===== src/rtl/bht_pkg.sv =====
package bht_pkg;

  // Kind of access presented by issue logic
  typedef enum logic {
    ACC_READ  = 1'b0,
    ACC_WRITE = 1'b1
  } acc_e;

  localparam int unsigned BHT_DEF_REGS  = 8;
  localparam int unsigned BHT_DEF_LANES = 8;

endpackage


===== src/rtl/bht_lane_state.sv =====
module bht_lane_state #(
  parameter int unsigned LANES = 8
) (
  input  logic             clk,
  input  logic             rst,
  input  logic             wb_hit_i,
  input  logic [LANES-1:0] wb_be_i,
  input  logic             set_en_i,
  input  logic [LANES-1:0] set_mask_i,
  input  logic             set_full_i,
  output logic [LANES-1:0] eff_lanes_o,
  output logic             eff_full_o,
  output logic             busy_o
);

  logic [LANES-1:0] lane_q;
  logic             full_q;
  logic [LANES-1:0] clr_mask;

  // Writeback clear is seen before any new issue
  assign clr_mask    = wb_hit_i ? wb_be_i : '0;
  assign eff_lanes_o = lane_q & ~clr_mask;
  assign eff_full_o  = full_q & (|eff_lanes_o);
  assign busy_o      = (|lane_q) | full_q;

  always_ff @(posedge clk) begin
    if (rst) begin
      lane_q <= '0;
      full_q <= 1'b0;
    end else if (set_en_i) begin
      lane_q <= eff_lanes_o | set_mask_i;
      full_q <= eff_full_o | set_full_i;
    end else begin
      lane_q <= eff_lanes_o;
      full_q <= eff_full_o;
    end
  end


  full_needs_lane_chk: assert property (@(posedge clk) disable iff (rst)
    full_q |-> (|lane_q));


  set_marks_lanes_chk: assert property (@(posedge clk) disable iff (rst)
    set_en_i |=> ((lane_q & $past(set_mask_i)) == $past(set_mask_i)));


  wb_clears_lanes_chk: assert property (@(posedge clk) disable iff (rst)
    (wb_hit_i && !set_en_i) |=> ((lane_q & $past(wb_be_i)) == '0));


  no_set_no_new_chk: assert property (@(posedge clk) disable iff (rst)
    !set_en_i |=> ((lane_q & ~$past(lane_q)) == '0));

endmodule


===== src/rtl/bht_hazard_check.sv =====
module bht_hazard_check #(
  parameter int unsigned NUM_REGS = 8,
  parameter int unsigned LANES    = 8,
  localparam int unsigned IDX_W   = $clog2(NUM_REGS)
) (
  input  logic                             clk,
  input  logic                             rst,
  input  logic                             req_valid_i,
  input  logic [IDX_W-1:0]                 req_idx_i,
  input  logic                             req_full_i,
  input  logic [LANES-1:0]                 req_lanes_i,
  input  logic [NUM_REGS-1:0][LANES-1:0]   eff_lanes_i,
  input  logic [NUM_REGS-1:0]              eff_full_i,
  output logic [LANES-1:0]                 req_mask_o,
  output logic                             grant_o
);

  logic [LANES-1:0] sel_lanes;
  logic             sel_full;
  logic             conflict;

  assign req_mask_o = req_full_i ? {LANES{1'b1}} : req_lanes_i;
  assign sel_lanes  = eff_lanes_i[req_idx_i];
  assign sel_full   = eff_full_i[req_idx_i];
  assign conflict   = (|(sel_lanes & req_mask_o)) | sel_full;
  assign grant_o    = req_valid_i & (|req_mask_o) & ~conflict;


  full_blocked_chk: assert property (@(posedge clk) disable iff (rst)
    (grant_o && req_full_i) |-> (eff_lanes_i[req_idx_i] == '0));


  idle_no_grant_chk: assert property (@(posedge clk) disable iff (rst)
    (!req_valid_i || (!req_full_i && req_lanes_i == '0)) |-> !grant_o);

endmodule


===== src/rtl/byte_hazard_tracker.sv =====
module byte_hazard_tracker #(
  parameter int unsigned NUM_REGS = bht_pkg::BHT_DEF_REGS,
  parameter int unsigned LANES    = bht_pkg::BHT_DEF_LANES,
  localparam int unsigned IDX_W   = $clog2(NUM_REGS)
) (
  input  logic                clk,
  input  logic                rst,
  input  logic                req_valid,
  input  logic [IDX_W-1:0]    req_idx,
  input  logic                req_write,
  input  logic                req_full,
  input  logic [LANES-1:0]    req_lanes,
  output logic                grant,
  input  logic                wb_valid,
  input  logic [IDX_W-1:0]    wb_idx,
  input  logic [LANES-1:0]    wb_be,
  output logic [NUM_REGS-1:0] reg_busy
);

  import bht_pkg::*;

  logic [NUM_REGS-1:0][LANES-1:0] eff_lanes;
  logic [NUM_REGS-1:0]            eff_full;
  logic [LANES-1:0]               req_mask;
  acc_e                           acc_kind;

  assign acc_kind = req_write ? ACC_WRITE : ACC_READ;

  bht_hazard_check #(
    .NUM_REGS(NUM_REGS),
    .LANES   (LANES)
  ) hazard_i (
    .clk        (clk),
    .rst        (rst),
    .req_valid_i(req_valid),
    .req_idx_i  (req_idx),
    .req_full_i (req_full),
    .req_lanes_i(req_lanes),
    .eff_lanes_i(eff_lanes),
    .eff_full_i (eff_full),
    .req_mask_o (req_mask),
    .grant_o    (grant)
  );

  for (genvar r = 0; r < NUM_REGS; r++) begin : g_reg
    logic wb_hit;
    logic set_en;

    assign wb_hit = wb_valid && (wb_idx == IDX_W'(r));
    assign set_en = grant && (acc_kind == ACC_WRITE) && (req_idx == IDX_W'(r));

    bht_lane_state #(
      .LANES(LANES)
    ) state_i (
      .clk        (clk),
      .rst        (rst),
      .wb_hit_i   (wb_hit),
      .wb_be_i    (wb_be),
      .set_en_i   (set_en),
      .set_mask_i (req_mask),
      .set_full_i (req_full),
      .eff_lanes_o(eff_lanes[r]),
      .eff_full_o (eff_full[r]),
      .busy_o     (reg_busy[r])
    );
  end


  grant_no_overlap_chk: assert property (@(posedge clk) disable iff (rst)
    grant |-> ((eff_lanes[req_idx] & req_mask) == '0));

endmodule


===== config.mk =====
export PLATFORM = sky130hd
export DESIGN_NAME = byte_hazard_tracker
export DESIGN_NICKNAME = d
export VERILOG_FILES = /design/src/rtl/bht_pkg.sv /design/src/rtl/bht_lane_state.sv /design/src/rtl/bht_hazard_check.sv /design/src/rtl/byte_hazard_tracker.sv
export SDC_FILE = /design/constraint.sdc
export NUM_CORES = 1
export LEC_CHECK = 0
export ABC_AREA = 1
export BUFFER_PORTS_ARGS = -buffer_cell sky130_fd_sc_hd__buf_4
export CAP_MARGIN = 20
export CORE_MARGIN = 2
export CORE_UTILIZATION = 30
export DETAILED_ROUTE_END_ITERATION = 6
export PLACE_DENSITY = 0.44
export SYNTH_ARGS = -nofsm -noshare
export SYNTH_HDL_FRONTEND = slang
export SYNTH_SLANG_ARGS = --single-unit

===== constraint.sdc =====
create_clock -name clk -period 8.2 [get_ports clk]
set_input_delay 2.46 -clock clk [delete_from_list [all_inputs] [get_ports clk]]
set_output_delay 2.46 -clock clk [all_outputs]
set_load 0.05 [all_outputs]

==> results.cfg <==
[run_status]
outcome = finished, final reports clean

[placed_design]
place_area_sq_um = 4550
dpl.cell_count = 860
dpl.hpwl_mm = 12.3
routabilityCongestion = 0.931
port_buffers = 36

[final_layout]
nets = 719
layout_common_cells = nand2_1, a21oi_1, nand4_1
post-route-cell-area_sq_um = 4820
fin_cells = 876
layout_commonest_cell = nand2_1
synthToLayoutAreaGrowth_pct = 12.7
final_layout_size_suffix_gt1_frac = 0.102
utilization = 0.347
n_antenna_cell = 0

[cts]
cts.reportedPaths.clkPinSlew_ps = 60
tritoncts = done
cts_buffers = 9
postCtsHoldBufs = 0
cts_root_buf = clkbuf_16
htree_levels = 3
cts_sinks = 72
clockBufferDepth = 2
clock_latency_ps = 350
cts_resized = 0
post_cts_buffers = 0

[sta]
setup_tns_ps = 0
setup_violations = 0
finalHoldViolCount = 0
rsz0062_at_grt = false
min_period_ps = 7380
period_share = 0.900
clock_skew_ps = 5.96
tightest_slew_ps = 958
max_freq_ghz = 0.135
relSlewSlack = 0.359
final_max_slew_viol_count = 0

[critical_path]
cp-start-kind = input port
path_max_fanout = 12
timing_worst_setup_path_type = input port to output port
cp.arrival_ps = 4920
crit_path_end_kind = output port
cp.required_ps = 5740

[global_route]
grt_pass1_wl_mm = 28.2
gr-total-overflow = 0
grt_usage = 0.254
antenna_found_initial = 0
grt_pass1_vias = 4690
grt_max_degree = 73

[yosys]
yosys.area.top_type = dfxtp_1
postSynthRegisterBits = 72
avgSynthCellArea_sq_um = 6.15
syn_nets = 723
yosys.cell_types.count = 22
synth_top_area_share = 0.337
seq_area_frac_synth = 0.337
yosysWarnings = 0
synthTopCellsByArea = dfxtp_1, nand2_1, nand4_1
postSynthCellCount = 695
netlist_area_sq_um = 4270

[route]
ant_nets = 0
avgRoutedWirePerCell_um = 21.0
drtPass1Iterations = 5
first_iter_violations = 612
drcViolationCount = 0
wl_mm = 18.4
via_count = 4935
avgViaCountPerCell = 5.63

[die]
ios = 37
initial_core_util = 0.308
dieArea_sq_um = 15200
core-area_sq_um = 13900
num_rows = 43
die_h_um = 123
die_w_um = 123

[pwr]
vdd_drop_max_uv = 113
p_leak_uw = 0.00202
pwr_density_cell_nw_per_um2 = 175

[job]
maxCapViolCount = 0

[min_path]
hp-class = flip-flop to flip-flop
-- state kept, by name, summed over array words and instances, names as in the netlist --
register,cells
g.state_i.full_q,8
g.state_i.lane_q,64
-- worst max-delay path, stage by stage --
cell      delay (ps)
buf_4            180
clkinv_1         270
nor2_1           810
nand2_1          150
nand2_1           90
a21oi_1           80
nand2_1          110
nand2_1           50
nand2_1           50
nand2_1           50
nor2_1           110
nand2_1          110
nor2_4           160
buf_4            230
-- metal layers --
layer	vias up	GRT usage	wire length, um
li1	2346	-	-
met2	208	0.407	8730
met3	30	0.0530	1440
met5	-	0	0
met4	0	0.0902	456
met1	2351	0.337	7800
-- through the flow --
stage                     total power [uW]  hold slack, ps  setup WS [ps]
after floorplan                        432             457           1660
after global placement                 480             480            891
after detailed placement               479             476            889
after CTS                              843             483            906
after global routing                   872             512            570
final                                  841             479            819
-- kinds of logic (layout without fill, tap and decap cells) --
group           after synthesis  after routing  share of synthesized area
compound gates               89             89                      0.105
simple gates                455            455                      0.476
buf+inv                      79             80                     0.0808
flops                        72             72                      0.337
-- cells in the mapped netlist, drive strengths merged --
master / instances
a21boi: 2
a21oi: 78
and2: 1
buf: 34
clkbuf: 23
clkinv: 3
dfxtp: 72
inv: 19
nand2: 251
nand3: 48
nand4: 76
nor2: 56
nor3: 8
nor4: 10
o21ai: 9
or2: 5
-- where the power goes --
part | internal, uW | leakage [uW] | total (uW) | switching, uW
clock network | 211 | 0.000136 | 366 | 155
registers | 351 | 0.000580 | 352 | 0.674
logic | 29.5 | 0.00131 | 123 | 93.3
-- path summary, 6_finish.rpt --
path | depth (start not counted) | slack, ps | startpoint | endpoint
setup / recovery | 14 | 820 | req_idx[2] | grant
hold / removal | 2 | 480 | g_reg[1].state_i.full_q | g_reg[1].state_i.full_q
setup reg to reg | 12 | 5690 | g_reg[1].state_i.lane_q[4] | g_reg[0].state_i.lane_q[2]
hold reg to reg | 2 | 480 | g_reg[1].state_i.full_q | g_reg[1].state_i.full_q
-- cell type report --
cell class | instances | area, sq um
clock buffer | 12 | 246
clock inverter | 4 | 20.0
fill | 1571 | 9060
inverter | 22 | 82.6
multi-input combinational | 544 | 2490
sequential | 72 | 1440
tap | 180 | 225
timing repair buffer | 42 | 315
Power figures use the tool's default switching activity.
